--- src/rtl/scan_pkg.sv ---
package scan_pkg;
    localparam int GAIN_CODE_W = 4;

    typedef enum logic [1:0] {
        S_IDLE = 2'd0,
        S_STEP = 2'd1,
        S_LAST = 2'd2
    } seq_state_t;

    // accepted codes: bipolar 0..4, unipolar 8..11
    function automatic logic gain_code_ok(input logic [GAIN_CODE_W-1:0] code);
        return (code <= 4'd4) || (code[3:2] == 2'b10);
    endfunction
endpackage

--- src/rtl/scan_list.sv ---
module scan_list
    import scan_pkg::*;
#(
    parameter int DEPTH = 16,
    parameter int CH_W  = 4,
    parameter int IDX_W = 4
) (
    input  logic                   clk,
    input  logic                   rst_n,
    input  logic                   wr_en,
    input  logic [IDX_W-1:0]       wr_addr,
    input  logic [CH_W-1:0]        wr_chan,
    input  logic [GAIN_CODE_W-1:0] wr_gain,
    input  logic                   err_clr,
    input  logic [IDX_W-1:0]       rd_idx,
    output logic [CH_W-1:0]        rd_chan,
    output logic [GAIN_CODE_W-1:0] rd_gain,
    output logic                   wr_err
);
    logic [CH_W-1:0]        chan_q [DEPTH];
    logic [GAIN_CODE_W-1:0] gain_q [DEPTH];
    logic                   code_ok;
    logic                   accept;

    assign code_ok = gain_code_ok(wr_gain);
    assign accept  = wr_en && code_ok;

    always_ff @(posedge clk) begin
        if (!rst_n) begin
            for (int i = 0; i < DEPTH; i++) begin
                chan_q[i] <= '0;
                gain_q[i] <= '0;
            end
        end else if (accept) begin
            for (int i = 0; i < DEPTH; i++) begin
                if (wr_addr == IDX_W'(i)) begin
                    chan_q[i] <= wr_chan;
                    gain_q[i] <= wr_gain;
                end
            end
        end
    end

    always_ff @(posedge clk) begin
        if (!rst_n)                 wr_err <= 1'b0;
        else if (wr_en && !code_ok) wr_err <= 1'b1;
        else if (err_clr)           wr_err <= 1'b0;
    end

    assign rd_chan = chan_q[rd_idx];
    assign rd_gain = gain_q[rd_idx];
endmodule

--- src/rtl/scan_ctrl.sv ---
module scan_ctrl
    import scan_pkg::*;
#(
    parameter int DEPTH = 16,
    parameter int IDX_W = 4,
    parameter int LEN_W = 5
) (
    input  logic             clk,
    input  logic             rst_n,
    input  logic             start,
    input  logic             stop,
    input  logic             clr,
    input  logic             adv,
    input  logic             len_wr,
    input  logic [LEN_W-1:0] len_val,
    output logic [IDX_W-1:0] ptr,
    output logic             active,
    output logic             load
);
    seq_state_t       state_q, state_d;
    logic [IDX_W-1:0] ptr_q, ptr_d;
    logic [LEN_W-1:0] len_q, len_d;
    logic [LEN_W-1:0] nxt;
    seq_state_t       first_st;

    function automatic logic [LEN_W-1:0] clamp_len(input logic [LEN_W-1:0] v);
        if (v == '0)                     return LEN_W'(1);
        else if (v > LEN_W'(DEPTH))      return LEN_W'(DEPTH);
        else                             return v;
    endfunction

    // state register
    always_ff @(posedge clk) begin
        if (!rst_n) begin
            state_q <= S_IDLE;
            ptr_q   <= '0;
            len_q   <= LEN_W'(1);
        end else begin
            state_q <= state_d;
            ptr_q   <= ptr_d;
            len_q   <= len_d;
        end
    end

    // next state
    always_comb begin
        state_d = state_q;
        ptr_d   = ptr_q;
        len_d   = len_q;
        load    = 1'b0;
        if (state_q == S_IDLE && len_wr) len_d = clamp_len(len_val);
        first_st = (len_d == LEN_W'(1)) ? S_LAST : S_STEP;
        nxt      = LEN_W'(ptr_q) + LEN_W'(1);
        unique case (state_q)
            S_IDLE: begin
                if (start && !stop) begin
                    ptr_d   = '0;
                    state_d = first_st;
                end
            end
            S_STEP, S_LAST: begin
                if (stop) begin
                    state_d = S_IDLE;
                end else if (start || clr) begin
                    ptr_d   = '0;
                    state_d = first_st;
                end else if (adv) begin
                    load = 1'b1;
                    if (state_q == S_LAST) begin
                        ptr_d   = '0;
                        state_d = first_st;
                    end else begin
                        ptr_d   = IDX_W'(nxt);
                        state_d = (nxt == len_q - LEN_W'(1)) ? S_LAST : S_STEP;
                    end
                end
            end
            default: state_d = S_IDLE;
        endcase
    end

    // outputs
    always_comb begin
        ptr    = ptr_q;
        active = (state_q != S_IDLE);
    end
endmodule

--- src/rtl/scan_drive.sv ---
module scan_drive
    import scan_pkg::*;
#(
    parameter int CH_W = 4
) (
    input  logic                   clk,
    input  logic                   rst_n,
    input  logic                   load,
    input  logic                   diff_mode,
    input  logic [CH_W-1:0]        chan,
    input  logic [GAIN_CODE_W-1:0] gain,
    output logic [CH_W-1:0]        mux_sel,
    output logic [1:0]             amp_gain,
    output logic                   half_stage,
    output logic                   uni_offset
);
    logic [CH_W-1:0]        mux_q, mux_d;
    logic [GAIN_CODE_W-1:0] gc_q;

    // differential mode ignores the top select bit
    generate
        if (CH_W > 1) begin : g_mask
            assign mux_d = diff_mode ? {1'b0, chan[CH_W-2:0]} : chan;
        end else begin : g_nomask
            assign mux_d = chan;
        end
    endgenerate

    always_ff @(posedge clk) begin
        if (!rst_n) begin
            mux_q <= '0;
            gc_q  <= '0;
        end else if (load) begin
            mux_q <= mux_d;
            gc_q  <= gain;
        end
    end

    assign mux_sel    = mux_q;
    assign amp_gain   = gc_q[1:0];
    assign half_stage = gc_q[2];
    assign uni_offset = gc_q[3];
endmodule

--- src/rtl/scan_sequencer.sv ---
module scan_sequencer
    import scan_pkg::*;
#(
    parameter  int DEPTH = 16,
    parameter  int CH_W  = 4,
    localparam int IDX_W = $clog2(DEPTH),
    localparam int LEN_W = $clog2(DEPTH + 1)
) (
    input  logic                   clk,
    input  logic                   rst_n,
    input  logic                   ent_wr,
    input  logic [IDX_W-1:0]       ent_addr,
    input  logic [CH_W-1:0]        ent_chan,
    input  logic [GAIN_CODE_W-1:0] ent_gain,
    input  logic                   len_wr,
    input  logic [LEN_W-1:0]       len_val,
    input  logic                   diff_mode,
    input  logic                   start,
    input  logic                   stop,
    input  logic                   clr_flag,
    input  logic                   adv,
    output logic [CH_W-1:0]        mux_sel,
    output logic [1:0]             amp_gain,
    output logic                   half_stage,
    output logic                   uni_offset,
    output logic                   active,
    output logic [IDX_W-1:0]       cur_idx,
    output logic                   wr_err
);
    logic [CH_W-1:0]        rd_chan;
    logic [GAIN_CODE_W-1:0] rd_gain;
    logic                   load;

    scan_list #(.DEPTH(DEPTH), .CH_W(CH_W), .IDX_W(IDX_W)) u_list (
        .clk(clk), .rst_n(rst_n),
        .wr_en(ent_wr), .wr_addr(ent_addr), .wr_chan(ent_chan), .wr_gain(ent_gain),
        .err_clr(clr_flag), .rd_idx(cur_idx),
        .rd_chan(rd_chan), .rd_gain(rd_gain), .wr_err(wr_err)
    );

    scan_ctrl #(.DEPTH(DEPTH), .IDX_W(IDX_W), .LEN_W(LEN_W)) u_ctrl (
        .clk(clk), .rst_n(rst_n),
        .start(start), .stop(stop), .clr(clr_flag), .adv(adv),
        .len_wr(len_wr), .len_val(len_val),
        .ptr(cur_idx), .active(active), .load(load)
    );

    scan_drive #(.CH_W(CH_W)) u_drive (
        .clk(clk), .rst_n(rst_n), .load(load), .diff_mode(diff_mode),
        .chan(rd_chan), .gain(rd_gain),
        .mux_sel(mux_sel), .amp_gain(amp_gain),
        .half_stage(half_stage), .uni_offset(uni_offset)
    );
endmodule

--- config.mk ---
export PLATFORM = sky130hd
export DESIGN_NAME = scan_sequencer
export DESIGN_NICKNAME = d
export VERILOG_FILES = /design/src/rtl/scan_pkg.sv /design/src/rtl/scan_list.sv /design/src/rtl/scan_ctrl.sv /design/src/rtl/scan_drive.sv /design/src/rtl/scan_sequencer.sv
export SDC_FILE = /design/constraint.sdc
export NUM_CORES = 1
export LEC_CHECK = 0
export BUFFER_PORTS_ARGS = -buffer_cell sky130_fd_sc_hd__buf_2
export CORE_AREA = 2 2 133 109
export CTS_BUF_LIST = sky130_fd_sc_hd__clkbuf_16
export DETAILED_ROUTE_END_ITERATION = 10
export DIE_AREA = 0 0 135 111
export HOLD_SLACK_MARGIN = 0.1
export PLACE_DENSITY_LB_ADDON = 0.12
export SLEW_MARGIN = 20
export SYNTH_ARGS = -nofsm -noshare
export SYNTH_HDL_FRONTEND = slang
export SYNTH_SLANG_ARGS = --single-unit
--- constraint.sdc ---
create_clock -name clk -period 2.3 [get_ports clk]
set_input_delay 0.23 -clock clk [delete_from_list [all_inputs] [get_ports clk]]
set_output_delay 0.23 -clock clk [all_outputs]
set_load 0.005 [all_outputs]
After elaboration in Yosys (flattened, before gate mapping)
Memory sizes are Yosys's and may differ from the RTL's. A register that Yosys moved wholly into a read port is not among the register bits.
Index checks and enable logic that the tools add are counted.
{ "totals": {"regBits": 16, "ramBits": 128, "word_cells": 208, "n_memories": 2} }
{ "mem_list": {"columns": ["memory", "depth", "width", "rd", "rd_clocked_by_memory_dff", "write_ports", "line", "source"], "rows": [
  ["u_list.chan_q", 16, 4, 1, 1, 16, "scan_list.sv:20", "logic [CH_W-1:0] chan_q [DEPTH];"],
  ["u_list.gain_q", 16, 4, 1, 1, 16, "scan_list.sv:21", "logic [GAIN_CODE_W-1:0] gain_q [DEPTH];"]
]} }
{ "classes": {"n_addsub": 2, "order_cmp": 2, "eq_ne": 24, "n_mux": 123, "n_bitwise": 32, "n_reduce_logical": 18} }
{ "ops": {"columns": ["operator", "n"], "rows": [
  ["two-way mux 4 bit", 40],
  ["two-way mux 1 bit", 71],
  ["equality test 4 bit, second input constant", 8],
  ["OR 1 bit", 32],
  ["equality test 4 x 3 -> 1 bit, second input constant", 4],
  ["two-way mux 5 bit", 3],
  ["two-way mux 2 bit", 7],
  ["equality test 4 x 2 -> 1 bit, second input constant", 2],
  ["case mux 4 bit (2 select lines)", 1],
  ["nonzero test 2 bit", 3],
  ["adder 4 x 1 -> 5 bit, second input constant", 1],
  ["equality test 5 x 1 -> 1 bit, second input constant", 1],
  ["equality test 5 bit", 1],
  ["> comparator 5 bit, second input constant", 1],
  ["logical NOT 5 bit", 1],
  ["subtractor 5 x 1 -> 5 bit, second input constant", 1],
  ["equality test 2 bit, second input constant", 2],
  ["equality test 4 x 1 -> 1 bit, second input constant", 1],
  ["less-or-equal comparator 4 x 3 -> 1 bit, second input constant", 1],
  ["logical AND 1 bit", 4],
  ["logical NOT 4 bit", 1],
  ["!= test 2 bit, second input constant", 2],
  ["!= test 4 x 3 -> 1 bit, second input constant", 1],
  ["case mux 2 bit (2 select lines)", 1],
  ["8 further kinds", 11]
]} }

Logic depth before layout (Yosys ltp)
Gate-level depths: netlist of run 1.
{ "depth": {"depth_word": 11, "ltp_mapped": 8, "depth_no_buf": 7} }

Modules after synthesis
A second synthesis of run 1 with hierarchy kept.
{ "hier_totals": {"hier_cells": 471, "hier_area_um2": 6648.9} }
{ "by_module_without_submodules": {"columns": ["mod", "instances", "cells_each", "area_per_inst_um2", "seq_area_each_um2"], "rows": [
  ["scan_list", 1, 351, 5564.1, 3863.7],
  ["scan_ctrl", 1, 94, 779.5, 220.2],
  ["scan_drive", 1, 26, 305.3, 160.2]
]} }

Worst setup path before layout of run 1
Ideal clock, no wire load.
{ "synth_timing": {"path_kind": "in2reg", "startpoint": "in ent_gain[1]", "endpoint": "mem u_list.chan_q[14][0], enable pin", "arrival_ns": 1.544, "required_time_ns": 1.916, "slack_ns": 0.372, "stages": 5, "n_path_buf": 0, "cell_sequence": "o31ai_2 -> nand2_1 -> nor2_1 -> nand2_1 -> o21ai_0"} }
{ "synth_rtl": {"columns": ["element", "line", "source"], "rows": [
  ["start, declared", "scan_sequencer.sv:14", "input logic [GAIN_CODE_W-1:0] ent_gain,"],
  ["end, declared", "scan_list.sv:20", null]
]} }

Final worst setup path of run 1
{ "layout_timing": {"startpoint": "reg u_ctrl.state_q[1]", "endpoint": "reg u_drive.gc_q[3], read port of u_list.gain_q"} }
{ "layout_via": {"elab_chain_len": 3, "word_cells_on_any_way": 4, "cone_classes": "eq/ne: 2; mux: 1; reduce/logical: 1"} }
{ "layout_lines": {"columns": ["element", "line", "source"], "rows": [
  ["start, declared", "scan_ctrl.sv:20", "seq_state_t state_q, state_d;"],
  ["start signal, assigned", "scan_ctrl.sv:39", "state_q <= state_d;"],
  ["equality test 2 x 1 -> 1 bit or equality test 2 bit (tied branches)", "scan_ctrl.sv:54", "unique case (state_q)"],
  ["OR reduction 2 bit *", "scan_ctrl.sv:54", null],
  ["two-way mux 1 bit *", "scan_ctrl.sv:54", null],
  ["end, declared", "scan_drive.sv:18", "logic [GAIN_CODE_W-1:0] gc_q;"]
]} }
Mark *: on every way between the ends. The rest lies on a longest branch, timed or not.
A chain may end at the register's enable or synchronous reset.

==> results of run 1 <==
layer usage:
layer	share of wire [%]	up-vias	routed length, um	global-route usage (%)
met5	0	-	0	0
met4	1.8	0	277	7.01
li1	-	1932	-	-
met2	45	119	7040	33.3
met3	5.5	20	850	5.94
met1	47	2066	7320	32.7
critical path: stages (launching register included):
cell	delay (ps)
dfxtp_1	370
inv_1	60
ha_1	360
nor2b_1	370
and4_1	370
nand2b_1	140
o22ai_1	180
a21o_1	100
state kept, by name (all words and copies together) (netlist names), named ones only:
register	count
u_list.wr_err	1
u_list.gain_q	64
u_ctrl.state_q	2
u_ctrl.len_q	5
u_drive.gc_q	4
u_list.chan_q	64
u_ctrl.ptr	4
u_drive.mux_sel	4
synthesized netlist by cell type (2+ instances only):
library cell / instances / area [sq um]
nand2_1: 40 / 150
buf_1: 2 / 7.51
nand2b_1: 5 / 31.3
o211ai_1: 2 / 15.0
dfxtp_1: 24 / 480
o41ai_1: 2 / 17.5
o221ai_1: 3 / 26.3
mux2i_1: 13 / 130
buf_6: 3 / 33.8
nor2b_1: 7 / 43.8
a211oi_1: 3 / 22.5
a31oi_1: 2 / 12.5
xnor2_1: 8 / 70.1
nand3_1: 9 / 45.0
nor2_1: 83 / 312
nor3_1: 5 / 25.0
nor4b_1: 3 / 26.3
nor2_2: 8 / 50.1
o21a_1: 3 / 22.5
clkbuf_1: 21 / 78.8
nor3b_1: 4 / 30.0
o22ai_1: 3 / 18.8
mux4_2: 32 / 721
inv_1: 13 / 48.8
nor4_1: 2 / 12.5
o31ai_1: 5 / 37.5
o21ai_0: 6 / 30.0
edfxtp_1: 128 / 3840
nand3b_1: 4 / 30.0
or3_1: 2 / 12.5
buf_2: 4 / 20.0
and3_1: 3 / 18.8
nand4_1: 2 / 12.5
ha_1: 5 / 62.6
a21oi_1: 13 / 65.1
a22o_1: 3 / 26.3
worst paths after layout:
kind | start | endpoint | slack [ps] | cells after the start
setup / recovery | u_ctrl.state_q[1] | u_drive.gc_q[3] | 290 | 7
hold / removal | len_wr | u_ctrl.len_q[4] | 120 | 3
setup reg to reg | u_ctrl.state_q[1] | u_drive.gc_q[3] | 290 | 7
hold reg to reg | u_list.wr_err | u_list.wr_err | 470 | 2
power breakdown:
group,switching [mW],internal (mW),leakage (nW)
combinational,0.294,0.196,1.03
clock,1.13,1.49,0.270
sequential,0.0567,3.16,1.42
total,1.48,4.84,2.72
kinds of logic (layout without fill, tap and decap cells):
| group | after synthesis | after routing |
|---|---|---|
| AOI/OAI and AO/OA | 50 | 50 |
| xor gates and xnor gates | 9 | 9 |
| adders and majority gates | 5 | 5 |
| buffers and inverters | 44 | 118 |
| DFF | 152 | 152 |
| muxes | 45 | 45 |
| and+or+nand+nor | 181 | 181 |
stage by stage:
stage               cell area [sq um]  worst slack [ps]  utilization (%)
floorplan                        6680               372                -
global placement                 7200               307             52.0
detailed placement               7200               284             52.0
CTS                              7790               328             56.2
global route                     7790               131             56.2
finish                           7790               291             56.2
layout by cell type (no fill, tap or decap), types with 3 or more instances in the layout:
master / count
edfxtp_1: 128
nor2_1: 83
nand2_1: 40
buf_2: 39
mux4_2: 32
buf_4: 29
dfxtp_1: 24
clkbuf_16: 17
inv_1: 14
a21oi_1: 13
mux2i_1: 13
nand3_1: 9
nor2_2: 8
xnor2_1: 8
nor2b_1: 7
o21ai_0: 6
nand2b_1: 5
o31ai_1: 5
nor3_1: 5
ha_1: 5
nand3b_1: 4
nor3b_1: 4
clkinv_4: 4
and3_1: 3
o21a_1: 3
o22ai_1: 3
o221ai_1: 3
nor4b_1: 3
a211oi_1: 3
a22o_1: 3
inv_6: 3
dlygate4sd3_1: 3
area by class of cell:
cell class | instances | area (sq um) | share of cell area, %
sequential | 152 | 4320 | 55.5
multi-input combinational | 290 | 2160 | 27.8
timing repair buffer | 72 | 463 | 5.95
clock buffer | 17 | 425 | 5.46
tap | 184 | 230 | 2.96
clock inverter | 15 | 128 | 1.64
inverter | 14 | 52.6 | 0.675
==> impl_metrics.yaml, run 1 <==
timing:
  min_period_ps: 2010
  maxSlewHeadroom_pct: 52.2
  max_freq_ghz: 0.498
  report.final.slew_viol_count: 0
  finalSetupViolCount: 0
  finalSetupTns_ps: 0
  period_share_pct: 87.3
  timing.hold.ws_ps: 116
  rsz0062_at_grt: "no"
  tightest_slew_ps: 709
  finalHoldViolations: 0
  clock_skew_ps: 7.95
synthesis:
  ys_types: 47
  synth_seq_area_share_pct: 64.7
  synth_compound_area_share_pct: 5.09
  synth_edf_count: 128
  syn_nets: 517
  async_reset_ff_share_pct: 0
  yosys.area_share.adder_pct: 0.937
  synthSimpleGateAreaFrac_pct: 12.4
  synth_xor_area_share_pct: 1.18
  synth_area_sq_mm: 0.00668
  avgSynthCellArea_sq_um: 13.7
  ys_ff_latch: 152
  ys.flop_type: "edfxtp_1"
  synth_mux_area_share_pct: 12.7
  synth_top_family_by_area: "multiplexers"
  synthCells: 486
  yosysWarningCount: 0
cts:
  cts-resized-gates: 0
  cts_sinks: 152
  cts_made_buffers: 17
  cts-root-buf: "clkbuf_16"
  clock_path_buffers: 2
  clock_latency_ps: 430
  cts_tree: "done"
  cts-htree-levels: 4
  holdBufCountCts: 3
  clk_pin_slew_ps: 60
  post_cts_buffers: 0
worst_setup_path:
  cp-end-kind: "register"
  worstPathMaxFanout: 6
  cp.required_ps: 2670
  setup.worst_path.class: "reg -> reg"
  cp.arrival_ps: 2380
  startpoint_type: "register"
routing:
  drt-initial-drc-count: 396
  routed_via_density: 5.56
  via_count: 4137
  drtPass1Iterations: 5
  drc_errors: 0
  postRouteAntennaNets: 0
  wl_per_cell_um: 20.8
  routed_wl_um: 15500
global_route:
  first_global_vias: 4196
  antenna_found_initial: 0
  grtUsageTotal_pct: 22.4
  grt_overflow_total: 0
  grt_pass1_wl_um: 24200
  grt_max_degree: 25
floorplan:
  num_io_pins: 40
  initial_utilization_pct: 48.2
  coreArea_sq_mm: 0.0139
  die-area_sq_mm: 0.0150
  fp.dieH_um: 111
  die_x_um: 135
  rows: 39
place:
  gp_congestion: 0.872
  io_buffers: 39
  hpwlAfterDp_um: 10900
  placed_cells: 709
finish:
  area_growth_pct: 16.6
  nets: 578
  num_antenna_cells: 0
  nFillCells: 1154
  stdcell_count: 744
  drive_gt1_share_pct: 25.0
power:
  p_leak_nw: 2.72
  ir_worst_vdd_mv: 0.528
  p_total_mw: 6.33
  power_per_cell_area_mw_per_mm2: 812
run:
  maxCapViolCount: 0
run_status:
  status: "finished, final reports clean"
worst_hold_path:
  hold_class: "in -> reg"
Note: power is estimated with default switching activity, not from simulation.
==> run 2: changes to the inputs <==
--- a/config.mk
+++ b/config.mk
@@ -6,13 +6,14 @@
 export NUM_CORES = 1
 export LEC_CHECK = 0
 export BUFFER_PORTS_ARGS = -buffer_cell sky130_fd_sc_hd__buf_2
-export CORE_AREA = 2 2 133 109
+export CORE_AREA = 2 2 138 113
 export CTS_BUF_LIST = sky130_fd_sc_hd__clkbuf_16
 export DETAILED_ROUTE_END_ITERATION = 10
-export DIE_AREA = 0 0 135 111
+export DIE_AREA = 0 0 140 115
 export HOLD_SLACK_MARGIN = 0.1
 export PLACE_DENSITY_LB_ADDON = 0.12
 export SLEW_MARGIN = 20
 export SYNTH_ARGS = -nofsm -noshare
 export SYNTH_HDL_FRONTEND = slang
+export SYNTH_HIERARCHICAL = 1
 export SYNTH_SLANG_ARGS = --single-unit
==> impl_metrics.yaml, run 2 <==
run_status:
  status: "complete, but fails checks"
  violations: "design-rule violations"
floorplan:
  die_x_um: 140
  die-area_sq_mm: 0.0161
  num_io_pins: 40
  rows: 40
  fp.dieH_um: 115
  initial_utilization_pct: 45.0
  coreArea_sq_mm: 0.0148
finish:
  nets: 563
  layout_commonest_cell: "edfxtp_1"
  nFillCells: 1257
  reg_top3: "u_list/chan_q (64), u_list/gain_q (64), u_ctrl/len_q (5)"
  design_area_sq_mm: 0.00768
  final_util_pct: 52.0
  final_cell_mix: "128 x edfxtp_1, 86 x nor2_1, 39 x buf_2, 33 x nand2_1, 26 x buf_4"
  drive_gt1_share_pct: 20.7
  num_antenna_cells: 0
  area_growth_pct: 15.5
  stdcell_count: 734
timing:
  worst_slack_ps: 283
  finalSetupTns_ps: 0
  finalHoldViolations: 0
  max_freq_ghz: 0.496
  report.final.slew_viol_count: 0
  timing.hold.ws_ps: 136
  period_share_pct: 87.7
  clock_skew_ps: 5.75
  rsz0062_at_grt: "no"
  min_period_ps: 2020
  finalSetupViolCount: 0
  tightest_slew_ps: 666
  maxSlewHeadroom_pct: 55.4
synthesis:
  ys_ff_latch: 148
  synth_compound_area_share_pct: 4.20
  synthTopCellsByCount: "128 x edfxtp_1, 86 x nor2_1, 33 x nand2_1"
  synthSimpleGateAreaFrac_pct: 13.6
  ys_types: 45
  netlist_top_cells_area: "edfxtp_1 58%, mux4_2 6.1%, dfxtp_1 6.0%, mux4_1 5.5%, nor2_1 4.9%"
  synth_xor_area_share_pct: 1.19
  synth_top_family_by_area: "simple AND/OR/NAND/NOR gates"
  synth_mux_area_share_pct: 12.8
  ys.flop_type: "edfxtp_1"
  yosysTopAreaCellShare_pct: 57.8
  synth_top_area_cell: "edfxtp_1"
  yosys.area_share.adder_pct: 0.941
  async_reset_ff_share_pct: 0
  yosysWarningCount: 6
  synth_edf_count: 128
  avgSynthCellArea_sq_um: 14.1
  syn_nets: 502
  synth_area_sq_mm: 0.00665
  synth_seq_area_share_pct: 63.8
  yosys.cell_count.top_type: "edfxtp_1"
  synthCells: 471
worst_setup_path:
  worstPathMaxFanout: 10
  cp.required_ps: 2620
  startpoint_type: "register"
  setup.worst_path.class: "reg -> reg"
  cp-end-kind: "register"
  cp.arrival_ps: 2330
global_route:
  grt_max_degree: 37
  grt_pass1_wl_um: 24700
  grtUsageTotal_pct: 21.5
  first_global_vias: 4201
  grt_overflow_total: 0
  antenna_found_initial: 0
cts:
  clk_pin_slew_ps: 60
  cts-resized-gates: 0
  clock_latency_ps: 430
  cts-root-buf: "clkbuf_16"
  clock_path_buffers: 2
  cts_sinks: 148
  cts_tree: "done"
  cts_made_buffers: 17
  cts-htree-levels: 4
place:
  dp_slack_ps: 253
  placed_cells: 699
  placed_area_sq_mm: 0.00715
  gp_congestion: 0.795
  hpwlAfterDp_um: 11100
  io_buffers: 39
routing:
  routed_via_density: 5.57
  routed_wl_um: 16100
  drc_errors: 6
  postRouteAntennaNets: 0
  via_count: 4089
  drt-initial-drc-count: 375
  drtPass1Iterations: 8
  wl_per_cell_um: 21.9
worst_hold_path:
  hold_class: "in -> reg"
power:
  power_per_cell_area_mw_per_mm2: 782
  p_total_mw: 6.01
  p_leak_nw: 2.73
  ir_worst_vdd_mv: 0.546
run:
  maxCapViolCount: 0
## run 2: power breakdown
part / internal (mW) / leakage (nW) / switching (mW) / total (mW)
Sequential: 3.09 / 1.39 / 0.0582 / 3.15
Clock: 1.34 / 0.246 / 1.04 / 2.38
Combinational: 0.187 / 1.09 / 0.286 / 0.473
## run 2: worst paths after layout
check | cells past startpoint | end | startpoint | slack [ps]
setup / recovery | 6 | u_drive/gc_q[2] | u_ctrl/ptr[0] | 280
hold / removal | 3 | u_ctrl/len_q[4] | len_val[4] | 140
setup reg to reg | 6 | u_drive/gc_q[2] | u_ctrl/ptr[0] | 280
hold reg to reg | 2 | u_ctrl/len_q[4] | u_ctrl/len_q[4] | 500
## run 2: cell type report
class                           instances  area (sq um)  share of cell area [%]
Tap cell                              189           236                    3.08
Multi-Input combinational cell        279          2180                    28.3
Timing Repair Buffer                   70           460                    5.99
Inverter                               16          60.1                   0.782
Clock buffer                           17           425                    5.54
Clock inverter                         15          76.3                   0.994
Sequential cell                       148          4250                    55.3
## run 2: kinds of logic after synthesis
group | count (synthesis)
fa+ha+maj | 5
buf+inv | 44
compound gates | 40
simple gates | 185
mux | 40
xor+xnor | 9
flops | 148
## run 2: repair_timing
item / 4_1_cts / 5_1_grt
hold buffers: 3 / 0
buffers inserted: 0 / 0
hold endpoints to repair: 3 / 0
## run 2: worst max-delay path: stages (launching register included)
cell	delay [ps]
dfxtp_2	530
buf_4	250
mux4_1	580
a22oi_1	240
nand2_1	100
mux2i_1	140
nor2b_1	60
## run 2: per-layer routing
layer  wire, um  track usage, %
met5          0               0
met4        152            6.80
met3        957            5.46
met2       7470            33.8
met1       7470            29.8
